$ cat src/rtl/tlbinv_pkg.sv
package tlbinv_pkg;
  typedef enum logic [1:0] {
    INV_ALL     = 2'd0,
    INV_BY_PID  = 2'd1,
    INV_RSVD    = 2'd2,
    INV_BY_ADDR = 2'd3
  } inv_kind_e;
endpackage

$ cat src/rtl/tlbinv_store.sv
module tlbinv_store #(
  parameter int N     = 16,
  parameter int ENT_W = 35,
  localparam int IDX_W = $clog2(N)
) (
  input  logic             clk,
  input  logic             rst_n,
  input  logic             wr_en,
  input  logic [IDX_W-1:0] wr_idx,
  input  logic [ENT_W-1:0] wr_data,
  input  logic             kill_en,
  input  logic [IDX_W-1:0] kill_idx,
  input  logic [IDX_W-1:0] walk_idx,
  output logic [ENT_W-1:0] walk_data,
  input  logic [IDX_W-1:0] peek_idx,
  output logic [ENT_W-1:0] peek_data
);
  logic [ENT_W-1:0] mem [N];

  always_ff @(posedge clk or negedge rst_n) begin
    if (!rst_n) begin
      for (int i = 0; i < N; i++) mem[i] <= '0;
    end else begin
      if (wr_en) mem[wr_idx] <= wr_data;
      if (kill_en) mem[kill_idx][ENT_W-1] <= 1'b0;
    end
  end

  assign walk_data = mem[walk_idx];
  assign peek_data = mem[peek_idx];
endmodule

$ cat src/rtl/tlbinv_match.sv
module tlbinv_match
  import tlbinv_pkg::*;
#(
  parameter int TID_W       = 8,
  parameter int EPN_W       = 20,
  parameter int SZ_W        = 3,
  parameter bit GLOBAL_TID0 = 1'b1
) (
  input  inv_kind_e        kind,
  input  logic             e_prot,
  input  logic [TID_W-1:0] e_tid,
  input  logic [EPN_W-1:0] e_epn,
  input  logic [SZ_W-1:0]  e_sz,
  input  logic             e_ind,
  input  logic             e_gs,
  input  logic [TID_W-1:0] s_pid,
  input  logic [EPN_W-1:0] s_epn,
  input  logic             s_ind,
  input  logic             s_gs,
  input  logic [SZ_W-1:0]  s_sz,
  input  logic             sz_chk,
  output logic             hit
);
  logic [EPN_W-1:0] keep;
  logic             pid_eq;
  logic             pid_ok;
  logic             addr_ok;
  logic             attr_ok;

  assign keep    = {EPN_W{1'b1}} << {e_sz, 1'b0};
  assign pid_eq  = (e_tid == s_pid);
  assign addr_ok = ((e_epn ^ s_epn) & keep) == '0;
  assign attr_ok = (e_ind == s_ind) && (e_gs == s_gs) &&
                   (!sz_chk || (e_sz == s_sz));

  generate
    if (GLOBAL_TID0) begin : g_glob
      assign pid_ok = pid_eq || (e_tid == '0);
    end else begin : g_strict
      assign pid_ok = pid_eq;
    end
  endgenerate

  always_comb begin
    hit = 1'b0;
    if (!e_prot) begin
      unique case (kind)
        INV_ALL:     hit = 1'b1;
        INV_BY_PID:  hit = pid_eq;
        INV_BY_ADDR: hit = pid_ok && addr_ok && attr_ok;
        default:     hit = 1'b0;
      endcase
    end
  end
endmodule

$ cat src/rtl/tlbinv_walker.sv
module tlbinv_walker
  import tlbinv_pkg::*;
#(
  parameter int ARRAYS     = 2,
  parameter int SETS       = 4,
  parameter int WAYS       = 2,
  parameter int TID_W      = 8,
  parameter int EA_W       = 32,
  parameter int PAGE_SHIFT = 12,
  parameter int SZ_W       = 3,
  localparam int N     = ARRAYS * SETS * WAYS,
  localparam int IDX_W = $clog2(N),
  localparam int EPN_W = EA_W - PAGE_SHIFT
) (
  input  logic             clk,
  input  logic             rst_n,
  input  logic             cmd_valid,
  output logic             cmd_ready,
  input  logic [1:0]       cmd_type,
  input  logic [EA_W-1:0]  cmd_ea,
  input  logic [TID_W-1:0] cmd_pid,
  input  logic             cmd_ind,
  input  logic             cmd_gs,
  input  logic [SZ_W-1:0]  cmd_size,
  input  logic             cfg_size_match,
  input  logic             priv,
  output logic             busy,
  output logic [IDX_W-1:0] walk_idx,
  output inv_kind_e        kind_q,
  output logic [TID_W-1:0] pid_q,
  output logic [EPN_W-1:0] epn_q,
  output logic             ind_q,
  output logic             gs_q,
  output logic [SZ_W-1:0]  sz_q,
  output logic             szchk_q,
  output logic             done,
  output logic             flush,
  output logic             priv_err,
  output logic             ill_err
);
  localparam int SET_W    = $clog2(SETS);
  localparam int WAY_W    = $clog2(WAYS);
  localparam int ARR_W    = $clog2(ARRAYS);
  localparam int LAST_ALL = N - 1;
  localparam int LAST_SET = ARRAYS * WAYS - 1;

  logic             busy_q;
  logic [IDX_W-1:0] step_q;
  logic [IDX_W-1:0] last_step;
  logic             done_q, flush_q, perr_q, ierr_q;

  assign cmd_ready = !busy_q;
  assign busy      = busy_q;
  assign done      = done_q;
  assign flush     = flush_q;
  assign priv_err  = perr_q;
  assign ill_err   = ierr_q;

  always_comb begin
    if (kind_q == INV_BY_ADDR) last_step = IDX_W'(LAST_SET);
    else                       last_step = IDX_W'(LAST_ALL);
  end

  always_comb begin
    if (kind_q == INV_BY_ADDR)
      walk_idx = {step_q[WAY_W +: ARR_W], epn_q[SET_W-1:0], step_q[WAY_W-1:0]};
    else
      walk_idx = step_q;
  end

  always_ff @(posedge clk or negedge rst_n) begin
    if (!rst_n) begin
      busy_q  <= 1'b0;
      step_q  <= '0;
      kind_q  <= INV_ALL;
      pid_q   <= '0;
      epn_q   <= '0;
      ind_q   <= 1'b0;
      gs_q    <= 1'b0;
      sz_q    <= '0;
      szchk_q <= 1'b0;
      done_q  <= 1'b0;
      flush_q <= 1'b0;
      perr_q  <= 1'b0;
      ierr_q  <= 1'b0;
    end else begin
      done_q  <= 1'b0;
      flush_q <= 1'b0;
      perr_q  <= 1'b0;
      ierr_q  <= 1'b0;
      if (busy_q) begin
        step_q <= step_q + 1'b1;
        if (step_q == last_step) begin
          busy_q  <= 1'b0;
          done_q  <= 1'b1;
          flush_q <= 1'b1;
        end
      end else if (cmd_valid) begin
        if (!priv) begin
          perr_q <= 1'b1;
        end else if (inv_kind_e'(cmd_type) == INV_RSVD) begin
          ierr_q <= 1'b1;
        end else begin
          busy_q  <= 1'b1;
          step_q  <= '0;
          kind_q  <= inv_kind_e'(cmd_type);
          pid_q   <= cmd_pid;
          epn_q   <= cmd_ea[EA_W-1:PAGE_SHIFT];
          ind_q   <= cmd_ind;
          gs_q    <= cmd_gs;
          sz_q    <= cmd_size;
          szchk_q <= cfg_size_match;
        end
      end
    end
  end
endmodule

$ cat src/rtl/tlbinv_engine.sv
module tlbinv_engine
  import tlbinv_pkg::*;
#(
  parameter int ARRAYS     = 2,
  parameter int SETS       = 4,
  parameter int WAYS       = 2,
  parameter int TID_W      = 8,
  parameter int EA_W       = 32,
  parameter int PAGE_SHIFT = 12,
  parameter int SZ_W       = 3,
  localparam int N     = ARRAYS * SETS * WAYS,
  localparam int IDX_W = $clog2(N),
  localparam int EPN_W = EA_W - PAGE_SHIFT
) (
  input  logic             clk,
  input  logic             rst_n,
  input  logic             cmd_valid,
  output logic             cmd_ready,
  input  logic [1:0]       cmd_type,
  input  logic [EA_W-1:0]  cmd_ea,
  input  logic [TID_W-1:0] cmd_pid,
  input  logic             cmd_ind,
  input  logic             cmd_gs,
  input  logic [SZ_W-1:0]  cmd_size,
  input  logic             cfg_size_match,
  input  logic             priv,
  input  logic             ld_en,
  input  logic [IDX_W-1:0] ld_idx,
  input  logic             ld_valid,
  input  logic             ld_iprot,
  input  logic [TID_W-1:0] ld_tid,
  input  logic [EPN_W-1:0] ld_epn,
  input  logic [SZ_W-1:0]  ld_size,
  input  logic             ld_ind,
  input  logic             ld_gs,
  input  logic [IDX_W-1:0] rd_idx,
  output logic             rd_valid,
  output logic             rd_iprot,
  output logic [TID_W-1:0] rd_tid,
  output logic [EPN_W-1:0] rd_epn,
  output logic [SZ_W-1:0]  rd_size,
  output logic             rd_ind,
  output logic             rd_gs,
  output logic             busy,
  output logic             done,
  output logic             flush,
  output logic             priv_err,
  output logic             ill_err
);
  localparam int OFF_GS   = 0;
  localparam int OFF_IND  = 1;
  localparam int OFF_SZ   = 2;
  localparam int OFF_EPN  = OFF_SZ + SZ_W;
  localparam int OFF_TID  = OFF_EPN + EPN_W;
  localparam int OFF_PROT = OFF_TID + TID_W;
  localparam int OFF_VAL  = OFF_PROT + 1;
  localparam int ENT_W    = OFF_VAL + 1;

  logic [ENT_W-1:0] ld_word, walk_word, peek_word;
  logic [IDX_W-1:0] walk_idx;
  inv_kind_e        kind_q;
  logic [TID_W-1:0] pid_q;
  logic [EPN_W-1:0] epn_q;
  logic             ind_q, gs_q, szchk_q;
  logic [SZ_W-1:0]  sz_q;
  logic             hit, clr_en, wr_ok;
  logic             walk_iprot;

  assign ld_word = {ld_valid, ld_iprot, ld_tid, ld_epn, ld_size, ld_ind, ld_gs};
  assign wr_ok   = ld_en && !busy;
  assign clr_en  = busy && hit;
  assign walk_iprot = walk_word[OFF_PROT];

  tlbinv_walker #(
    .ARRAYS(ARRAYS), .SETS(SETS), .WAYS(WAYS), .TID_W(TID_W),
    .EA_W(EA_W), .PAGE_SHIFT(PAGE_SHIFT), .SZ_W(SZ_W)
  ) u_walk (
    .clk(clk), .rst_n(rst_n),
    .cmd_valid(cmd_valid), .cmd_ready(cmd_ready), .cmd_type(cmd_type),
    .cmd_ea(cmd_ea), .cmd_pid(cmd_pid), .cmd_ind(cmd_ind), .cmd_gs(cmd_gs),
    .cmd_size(cmd_size), .cfg_size_match(cfg_size_match), .priv(priv),
    .busy(busy), .walk_idx(walk_idx), .kind_q(kind_q), .pid_q(pid_q),
    .epn_q(epn_q), .ind_q(ind_q), .gs_q(gs_q), .sz_q(sz_q), .szchk_q(szchk_q),
    .done(done), .flush(flush), .priv_err(priv_err), .ill_err(ill_err)
  );

  tlbinv_store #(.N(N), .ENT_W(ENT_W)) u_store (
    .clk(clk), .rst_n(rst_n),
    .wr_en(wr_ok), .wr_idx(ld_idx), .wr_data(ld_word),
    .kill_en(clr_en), .kill_idx(walk_idx),
    .walk_idx(walk_idx), .walk_data(walk_word),
    .peek_idx(rd_idx), .peek_data(peek_word)
  );

  tlbinv_match #(.TID_W(TID_W), .EPN_W(EPN_W), .SZ_W(SZ_W), .GLOBAL_TID0(1'b1)) u_match (
    .kind(kind_q),
    .e_prot(walk_word[OFF_PROT]),
    .e_tid(walk_word[OFF_TID +: TID_W]),
    .e_epn(walk_word[OFF_EPN +: EPN_W]),
    .e_sz(walk_word[OFF_SZ +: SZ_W]),
    .e_ind(walk_word[OFF_IND]),
    .e_gs(walk_word[OFF_GS]),
    .s_pid(pid_q), .s_epn(epn_q), .s_ind(ind_q), .s_gs(gs_q),
    .s_sz(sz_q), .sz_chk(szchk_q), .hit(hit)
  );

  assign rd_valid = peek_word[OFF_VAL];
  assign rd_iprot = peek_word[OFF_PROT];
  assign rd_tid   = peek_word[OFF_TID +: TID_W];
  assign rd_epn   = peek_word[OFF_EPN +: EPN_W];
  assign rd_size  = peek_word[OFF_SZ +: SZ_W];
  assign rd_ind   = peek_word[OFF_IND];
  assign rd_gs    = peek_word[OFF_GS];
endmodule

$ cat config.mk
export PLATFORM = sky130hd
export DESIGN_NAME = tlbinv_engine
export DESIGN_NICKNAME = d
export VERILOG_FILES = /design/src/rtl/tlbinv_pkg.sv /design/src/rtl/tlbinv_store.sv /design/src/rtl/tlbinv_match.sv /design/src/rtl/tlbinv_walker.sv /design/src/rtl/tlbinv_engine.sv
export SDC_FILE = /design/constraint.sdc
export NUM_CORES = 1
export LEC_CHECK = 0
export CORE_MARGIN = 3
export CORE_UTILIZATION = 45
export CTS_CLUSTER_DIAMETER = 120
export DETAILED_ROUTE_END_ITERATION = 12
export PLACE_DENSITY = 0.69
export SLEW_MARGIN = 20
export SYNTH_ARGS = -nofsm -noshare
export SYNTH_HDL_FRONTEND = slang
export SYNTH_SLANG_ARGS = --single-unit
$ cat constraint.sdc
create_clock -name clk -period 6.95 [get_ports clk]
set_input_delay 1.0425 -clock clk [delete_from_list [all_inputs] [get_ports clk]]
set_output_delay 1.0425 -clock clk [all_outputs]
set_load 0.1 [all_outputs]
==> results.py, run 1 <==
metrics = {
    "outcome": {
        "status": "complete, no violations",
    },
    "floorplan": {
        "rows": 96,
        "die-height_um": 271.9,
        "dieArea_um2": 73920,
        "core-area_um2": 69310,
        "fp.dieW_um": 271.9,
        "io_pins": 137,
        "start_util_pct": 45.90,
    },
    "clock_tree": {
        "cts_setup_buffers": 0,
        "path_clk_slew_ns": 0.06,
        "ctsRootBufferMaster": "clkbuf_16",
        "cts_made_buffers": 69,
        "hold_buffers": 0,
        "cts_sinks": 604,
        "insertion_delay_ns": 0.61,
        "cts_buffer_depth": 3,
        "h-tree-depth": 3,
        "ctsResizeCount": 0,
        "cts_tree": "yes",
    },
    "sta": {
        "max_freq_mhz": 189.8,
        "setup_viol_count_final": 0,
        "rsz0062_at_grt": "false",
        "fin_hold_ws_ns": 0.4996,
        "drv_slew": 0,
        "hold_violations": 0,
        "fin_crit_sh_pct": 75.82,
        "tns_ns": 0,
        "worstMarginPinSlew_ns": 1.150,
        "fin_worst_skew_ns": 0.01653,
        "slew_headroom_pct": 23.35,
        "period_minus_slack_ns": 5.269,
    },
    "drt": {
        "drt_iter0_markers": 1910,
        "dr.pass1.iters": 7,
        "avgRoutedWirePerCell_um": 29.22,
        "drcViolationCount": 0,
        "ant_nets": 0,
        "routed_via_density": 6.508,
        "vias": 20660,
        "drt_wl_total_um": 92780,
    },
    "logic_synthesis": {
        "synthFlopType": "dfrtp_1",
        "synth.distinct_cells": 73,
        "syn_area_um2": 31810,
        "synth_seq_cells": 604,
        "yosysMostFrequentCell": "dfrtp_1",
        "syn_inst": 2146,
        "yosysSeqAreaShare_pct": 47.51,
        "synthArstFlopShare_pct": 100.0,
        "synth_top_area_share_pct": 47.51,
        "syn_nets": 2243,
        "yosys-top-cells-area": "dfrtp_1, mux2_2, mux4_2, mux2i_1, clkbuf_1",
        "yosys.area.top_type": "dfrtp_1",
        "yosys-top-cells-count": "dfrtp_1, mux2_2, mux4_2, clkbuf_1, mux2i_1",
        "synth_area_per_cell_um2": 14.82,
        "yosysWarnings": 0,
        "synth_edf_count": 0,
    },
    "power_and_ir_drop": {
        "ir_drop_uv": 457.1,
        "powerDensity_nw_per_um2": 439.3,
        "p_leak_nw": 15.92,
    },
    "global_route": {
        "grt_pass1_vias": 22030,
        "grt_antenna_before_repair": 4,
        "grt_use_total_pct": 25.16,
        "grt-ovfl-total": 0,
        "grt_max_degree": 184,
        "grt_pass1_wl_um": 140600,
    },
    "cells_and_area": {
        "syn_to_final_growth_pct": 13.59,
        "fin_util_pct": 52.14,
        "drive_above_1_share_pct": 46.45,
        "layout.nets": 2286,
    },
    "critical_path": {
        "endpoint_kind": "output pin",
        "path_cells": "buf_8, buf_12, mux4_2, mux4_2, clkdlybuf4s50_1",
        "cp.arrival_ns": 4.23,
        "cp-start-kind": "primary input",
        "crit_type": "primary input to output pin",
        "critPathTopFamily": "buffers and inverters",
        "worst_path_largest_cell_delay_ns": 0.99,
        "crit_fanout": 66,
        "path_common_cell": "mux4_2",
        "crit_required_ns": 5.91,
        "path_depth": 5,
        "path_buf_inv": 3,
        "cp_slowest_cell": "clkdlybuf4s50_1",
        "worst_r2r_path_depth": 12,
    },
    "placed_design": {
        "hpwl_um": 51870,
        "gp_congestion": 0.8284,
        "port_buffers": 124,
    },
    "min_path": {
        "hp-class": "primary input to asynchronous set/reset pin",
    },
    "run": {
        "cap_violations": 0,
    },
}
-- layout make-up --
class / instances / area, um2
Fill cell: 5649 / 33170
Timing Repair Buffer: 173 / 1663
Inverter: 2 / 7.507
Multi-Input combinational cell: 1339 / 15830
Clock inverter: 16 / 207.7
Clock buffer: 107 / 2135
Sequential cell: 604 / 15120
Antenna cell: 3 / 7.507
Tap cell: 931 / 1165
-- cell usage in the layout, fill, tap and decap left out, drive strengths merged, types with 25 or more instances in the layout --
| cell | Yosys | layout |
|---|---|---|
| nand2 | 55 | 55 |
| mux2i | 56 | 56 |
| nand3 | 32 | 32 |
| clkdlybuf4s50 | 0 | 119 |
| buf | 83 | 54 |
| mux4 | 245 | 245 |
| a21oi | 35 | 35 |
| a221oi | 25 | 25 |
| dfrtp | 604 | 604 |
| a22oi | 28 | 28 |
| o21ai | 30 | 30 |
| clkbuf | 118 | 107 |
| mux2 | 586 | 586 |
| nor2 | 37 | 37 |
-- power by group --
group | switching, mW | leakage (nW) | internal [mW]
Sequential | 0.962 | 8.05 | 4.69
Combinational | 3.60 | 6.72 | 2.88
Clock | 1.45 | 1.16 | 2.29
Total | 6.01 | 15.9 | 9.86
-- logic make-up (layout without fill, tap and decap cells) --
family | Yosys count | count (layout) | share of synthesized area, %
AND/OR/NAND/NOR | 216 | 216 | 3.595
multiplexers | 887 | 887 | 39.88
adder cells (fa/ha/maj) | 1 | 1 | 0.03933
AO/OA/AOI/OAI | 203 | 203 | 5.074
buffers and inverters | 203 | 298 | 3.021
XOR/XNOR | 32 | 32 | 0.8811
other | 0 | 3 | 0
flip-flops | 604 | 604 | 47.51
-- path summary, 6_finish.rpt --
check	start	slack, ns	to
max	rd_idx[0]	1.68	rd_epn[16]
min	rst_n	0.50	asynchronous set/reset pin
max reg2reg	u_walk.kind_q[0]$_DFFE_PN0P_	2.33	u_store.mem[559]$_DFF_PN0_
min reg2reg	register	0.52	register
max in group asynchronous	rst_n	4.77	asynchronous set/reset pin
min in group clk	register	0.52	register
-- routing by layer --
metal  vias to the layer above  GRT usage, %  share of wire, %
li1                       8443             -                 -
met1                     11070         33.25                40
met2                       903         41.37                49
met3                       246         4.589               7.2
met4                         4         10.04               3.8
met5                         -             0             0.024
-- stage by stage --
| stage | total power, mW | cells | setup WS, ns | instance area (um2) |
|---|---|---|---|---|
| 4_1_cts | 15.88 | 3172 | 1.630 | 36130 |
| 3_3_place_gp | 11.86 | 3049 | 1.633 | 33780 |
| 6_report | 15.87 | 3175 | 1.681 | 36130 |
| 3_5_place_dp | 12.11 | 3049 | 1.628 | 33780 |
| 5_1_grt | 16.59 | 3174 | 1.535 | 36130 |
| 2_1_floorplan | 10.18 | 2146 | 2.594 | 31810 |
Note: power is estimated with default switching activity, not from simulation.
==> run 2: changes to the inputs <==
==> constraint.sdc (replaced) <==
create_clock -name clk -period 5.1 [get_ports clk]
set_input_delay 0.765 -clock clk [delete_from_list [all_inputs] [get_ports clk]]
set_output_delay 0.765 -clock clk [all_outputs]
set_load 0.1 [all_outputs]
==> run 2 against run 1 <==
  * Register-to-register slack worse by 1.6 ns
  * Setup slack worse by 0.95 ns
  * Worst hold slack worse by 0.27 ns
  * Critical endpoint is now u_store.mem[559]$_DFF_PN0_
  * Sequential share of layout area down 0.26 points
  * Combinational power up 39%
  * Critical path depth up 6
==> results.py, run 2 (synthesized netlist as in run 1, its figures left out) <==
metrics = {
    "outcome": {
        "status": "complete, no violations",
    },
    "global_route": {
        "grt_pass1_wl_um": 142800,
        "grt_antenna_before_repair": 3,
        "grt_max_degree": 126,
        "grt-ovfl-total": 0,
        "grt_pass1_vias": 22300,
        "grt_use_total_pct": 25.57,
    },
    "critical_path": {
        "r2r_end": "u_store.mem[559]$_DFF_PN0_",
        "crit_start": "u_walk.kind_q[1]$_DFFE_PN0P_",
        "endpoint_kind": "register",
        "worst-r2r-setup-slack_ns": 0.73,
        "crit_fanout": 59,
        "crit_type": "register to register",
        "reg2reg_from": "u_walk.kind_q[1]$_DFFE_PN0P_",
        "path_cells": "a21bo_4, nand2_8, mux4_2, a222oi_1, a21boi_2, xnor2_1, o21ai_1, and4_1, and4_4, a41o_4, a21oi_1",
        "worst_r2r_path_depth": 11,
        "cp_slowest_cell": "dfrtp_1",
        "cp-start-kind": "register",
        "cp.arrival_ns": 4.82,
        "crit_required_ns": 5.56,
        "worst_path_largest_cell_delay_ns": 0.57,
    },
    "drt": {
        "avgRoutedWirePerCell_um": 29.44,
        "dr.pass1.iters": 5,
        "ant_nets": 0,
        "drcViolationCount": 0,
        "drt_iter0_markers": 1980,
        "routed_via_density": 6.518,
        "drt_wl_total_um": 94140,
        "vias": 20840,
    },
    "min_path": {
        "hp-class": "primary input to asynchronous set/reset pin",
    },
    "cells_and_area": {
        "mostFrequentLayoutCells": "dfrtp_1, mux2_2, mux4_2",
        "mostFrequentLayoutCell": "dfrtp_1",
        "syn_to_final_growth_pct": 14.32,
        "final_cell_area_um2": 36360,
        "fill_cells": 5618,
        "layout.nets": 2311,
        "drive_above_1_share_pct": 48.59,
        "fin_util_pct": 52.47,
    },
    "clock_tree": {
        "cts_setup_buffers": 0,
        "cts_tree": "yes",
        "h-tree-depth": 3,
        "path_clk_slew_ns": 0.06,
        "cts_buffer_depth": 3,
        "ctsRootBufferMaster": "clkbuf_16",
        "cts_sinks": 604,
        "insertion_delay_ns": 0.61,
        "ctsResizeCount": 0,
        "hold_buffers": 0,
        "cts_made_buffers": 68,
    },
    "sta": {
        "fin_crit_sh_pct": 85.61,
        "drv_slew": 0,
        "hold_violations": 0,
        "max_freq_mhz": 229.0,
        "period_minus_slack_ns": 4.366,
        "fin_worst_skew_ns": 0.01640,
        "worstMarginPinSlew_ns": 0.9685,
        "setup_viol_count_final": 0,
        "slew_headroom_pct": 35.23,
        "rsz0062_at_grt": "false",
        "tns_ns": 0,
    },
    "power_and_ir_drop": {
        "powerDensity_nw_per_um2": 601.3,
        "finalPower_mw": 21.87,
        "p_leak_nw": 16.14,
        "ir_drop_uv": 368.6,
    },
    "floorplan": {
        "start_util_pct": 45.90,
        "fp.dieW_um": 271.9,
        "io_pins": 137,
        "dieArea_um2": 73920,
        "die-height_um": 271.9,
        "rows": 96,
        "core-area_um2": 69310,
    },
    "run": {
        "cap_violations": 0,
    },
    "placed_design": {
        "dpl_cell_area_um2": 33990,
        "port_buffers": 124,
        "gp_congestion": 0.8264,
        "hpwl_um": 55320,
    },
}
==> run 2: report_power, final <==
part	total, mW	switching, mW	internal [mW]
combinational	9.00	4.99	4.02
sequential	7.67	1.28	6.39
clock	5.20	2.01	3.19
==> run 2: area by class of cell <==
| class | count | area, um2 | area share [%] |
|---|---|---|---|
| multi-input cells | 1339 | 15830 | 43.53 |
| flip-flops and latches | 604 | 15120 | 41.57 |
| clock buffers | 99 | 2002 | 5.505 |
| repair buffers | 199 | 1871 | 5.144 |
| well taps | 931 | 1165 | 3.203 |
| clock inverters | 23 | 367.9 | 1.012 |
| inverters | 2 | 7.507 | 0.02064 |
| diodes | 1 | 2.502 | 0.006881 |
==> run 2: layer usage <==
layer / GRT usage [%] / vias to the layer above / routed length [um]
li1: - / 8476 / -
met3: 4.678 / 227 / 6338
met1: 34.10 / 11230 / 38340
met4: 9.390 / 4 / 3414
met2: 42.05 / 911 / 46020
met5: 0 / - / 23
==> run 2: how the worst max path moves through the flow <==
stage	endpoint	slack (ns)	depth (start not counted)
after floorplan	rd_epn[0]	1.30	5
after global placement	u_store.mem[34]$_DFF_PN0_	0.86	11
after detailed placement	u_store.mem[139]$_DFF_PN0_	0.79	11
after CTS	u_store.mem[559]$_DFF_PN0_	0.77	11
after global routing	u_store.mem[559]$_DFF_PN0_	0.56	11
final	u_store.mem[559]$_DFF_PN0_	0.73	11
==> run 2: through the flow <==
stage,cells,setup slack [ns],hold slack [ns]
final,3198,0.7341,0.2290
after global routing,3198,0.5605,0.2891
after CTS,3197,0.7660,0.2593
after detailed placement,3075,0.7861,0.5106
after global placement,3075,0.8617,0.4980
after floorplan,2146,1.299,0.4694
==> run 2: worst max-delay path: cells and delay by family, from the launching register on <==
| family | cells | cell delay [ns] |
|---|---|---|
| xor+xnor | 1 | 0.13 |
| mux | 1 | 0.44 |
| flops | 1 | 0.57 |
| simple gates | 3 | 0.90 |
| compound gates | 6 | 2.14 |
==> run 3: changes to the inputs <==
--- a/config.mk
+++ b/config.mk
@@ -5,6 +5,7 @@
 export SDC_FILE = /design/constraint.sdc
 export NUM_CORES = 1
 export LEC_CHECK = 0
+export CORE_ASPECT_RATIO = 1.25
 export CORE_MARGIN = 3
 export CORE_UTILIZATION = 45
 export CTS_CLUSTER_DIAMETER = 120
==> run 3 against run 2 <==
  * Maximum frequency fell by 5.5%
  * Utilization fell by 0.58 points
  * Count of clock-buffer cells in the layout fell by 1
  * Via count fell by 0.91%
  * Critical path type unchanged
  * Critical endpoint unchanged
  * Largest cell class unchanged
  * Largest power group unchanged
  * Highest routed layer unchanged
==> results.py, run 3 (synthesized netlist as in run 1, its figures left out) <==
metrics = {
    "global_route": {
        "grt_antenna_before_repair": 4,
        "grt_pass1_wl_um": 142800,
        "grt-ovfl-total": 0,
        "grt_use_total_pct": 25.71,
        "grt_max_degree": 121,
        "grt_pass1_vias": 22410,
    },
    "clock_tree": {
        "path_clk_slew_ns": 0.06,
        "cts_sinks": 604,
        "ctsRootBufferMaster": "clkbuf_16",
        "cts_setup_buffers": 0,
        "cts_made_buffers": 66,
        "h-tree-depth": 3,
        "cts_tree": "yes",
        "hold_buffers": 0,
        "cts_buffer_depth": 3,
        "insertion_delay_ns": 0.60,
        "ctsResizeCount": 0,
    },
    "floorplan": {
        "core-area_um2": 69730,
        "io_pins": 137,
        "dieArea_um2": 73940,
        "die-height_um": 303.3,
        "rows": 108,
        "fp.dieW_um": 243.8,
        "start_util_pct": 45.62,
    },
    "sta": {
        "worstMarginPinSlew_ns": 1.097,
        "rsz0062_at_grt": "false",
        "setup_viol_count_final": 0,
        "max_freq_mhz": 216.5,
        "setup_ws_ns": 0.4816,
        "slew_headroom_pct": 26.60,
        "period_minus_slack_ns": 4.618,
        "fin_worst_skew_ns": 0.01894,
        "fin_crit_sh_pct": 90.56,
        "hold_violations": 0,
        "tns_ns": 0,
        "drv_slew": 0,
    },
    "critical_path": {
        "path_cells": "and2_1, mux2i_4, buf_4, a311o_1, a221oi_1, nor4_1, xor2_1, o31ai_1, and4_4, a41o_4, a21oi_1",
        "crit_fanout": 16,
        "crit_required_ns": 5.55,
        "r2r_end": "u_store.mem[559]$_DFF_PN0_",
        "cp.arrival_ns": 5.07,
        "crit_end": "u_store.mem[559]$_DFF_PN0_",
        "cp_slowest_cell": "mux2i_4",
        "crit_type": "register to register",
        "worst-r2r-setup-slack_ns": 0.48,
        "worst_r2r_path_depth": 11,
        "endpoint_kind": "register",
        "cp-start-kind": "register",
        "reg2reg_from": "u_walk.kind_q[1]$_DFFE_PN0P_",
        "crit_start": "u_walk.kind_q[1]$_DFFE_PN0P_",
        "worst_path_largest_cell_delay_ns": 0.92,
    },
    "cells_and_area": {
        "fin_cells": 3194,
        "mostFrequentLayoutCell": "dfrtp_1",
        "layout.nets": 2308,
        "final_cell_area_um2": 36180,
        "drive_above_1_share_pct": 48.54,
        "syn_to_final_growth_pct": 13.73,
        "mostFrequentLayoutCells": "dfrtp_1, mux2_2, mux4_2",
        "fill_cells": 5824,
    },
    "power_and_ir_drop": {
        "finalPower_mw": 21.52,
        "p_leak_nw": 16.07,
        "powerDensity_nw_per_um2": 595.0,
        "ir_drop_uv": 349.3,
    },
    "placed_design": {
        "hpwl_um": 57870,
        "preCtsSetupSlack_ns": 0.7254,
        "dpl.cell_count": 3078,
        "dpl_cell_area_um2": 33990,
        "port_buffers": 124,
        "gp_congestion": 0.8696,
    },
    "drt": {
        "avgRoutedWirePerCell_um": 29.59,
        "vias": 20660,
        "ant_nets": 0,
        "drcViolationCount": 0,
        "dr.pass1.iters": 6,
        "routed_via_density": 6.467,
        "drt_wl_total_um": 94520,
        "drt_iter0_markers": 1914,
    },
    "run": {
        "cap_violations": 0,
    },
    "outcome": {
        "status": "complete, no violations",
    },
    "min_path": {
        "hp-class": "primary input to asynchronous set/reset pin",
    },
}
-- run 3: changes by cell type in the layout (fill, tap and decap cells not counted), sizes merged --
cell,before,now
inv,4,3
clkinvlp,1,0
clkbuf,99,98
clkinv,11,13
bufinv,9,3
buf,115,114
-- run 3: how the worst min path moves through the flow --
stage,startpoint,end,depth (start not counted)
6_report,rst_n,asynchronous set/reset pin,1
5_1_grt,rst_n,asynchronous set/reset pin,1
4_1_cts,rst_n,asynchronous set/reset pin,1
3_5_place_dp,register,register,1
3_3_place_gp,register,register,1
2_1_floorplan,rst_n,asynchronous set/reset pin,0
-- run 3: critical path, delay by kind of cell, from the launching register on --
kind,cells,cell delay (ns)
simple gates,3,1.28
compound gates,5,1.17
mux,1,0.92
flops,1,0.56
xor+xnor,1,0.26
buf+inv,1,0.24
-- run 3: final cells by class --
class / instances / area (um2) / share of cell area, %
clock inverters: 17 / 167.7 / 0.4634
well taps: 935 / 1170 / 3.234
inverters: 2 / 7.507 / 0.02075
multi-input cells: 1339 / 15830 / 43.76
diodes: 1 / 2.502 / 0.006917
clock buffers: 98 / 2018 / 5.578
repair buffers: 198 / 1863 / 5.150
flip-flops and latches: 604 / 15120 / 41.79
-- run 3: layer usage --
metal | track usage, % | up-vias | part of all wire (%)
met3 | 4.186 | 247 | 6.2
met1 | 32.05 | 11090 | 39
met4 | 11.47 | 4 | 4.2
li1 | - | 8484 | -
met2 | 44.40 | 830 | 51
met5 | 0 | - | 0.028
-- run 3: where the power goes --
part	internal (mW)	switching, mW	total (mW)
clock network	2.89	1.96	4.85
logic	4.02	4.94	8.96
registers	6.39	1.32	7.71
-- run 3: metrics by stage --
step	util, %	hold slack, ns
after floorplan	-	0.4694
after global placement	48.75	0.4989
after detailed placement	48.75	0.5096
after CTS	51.88	0.3246
after global routing	51.88	0.3694
final	51.89	0.2772
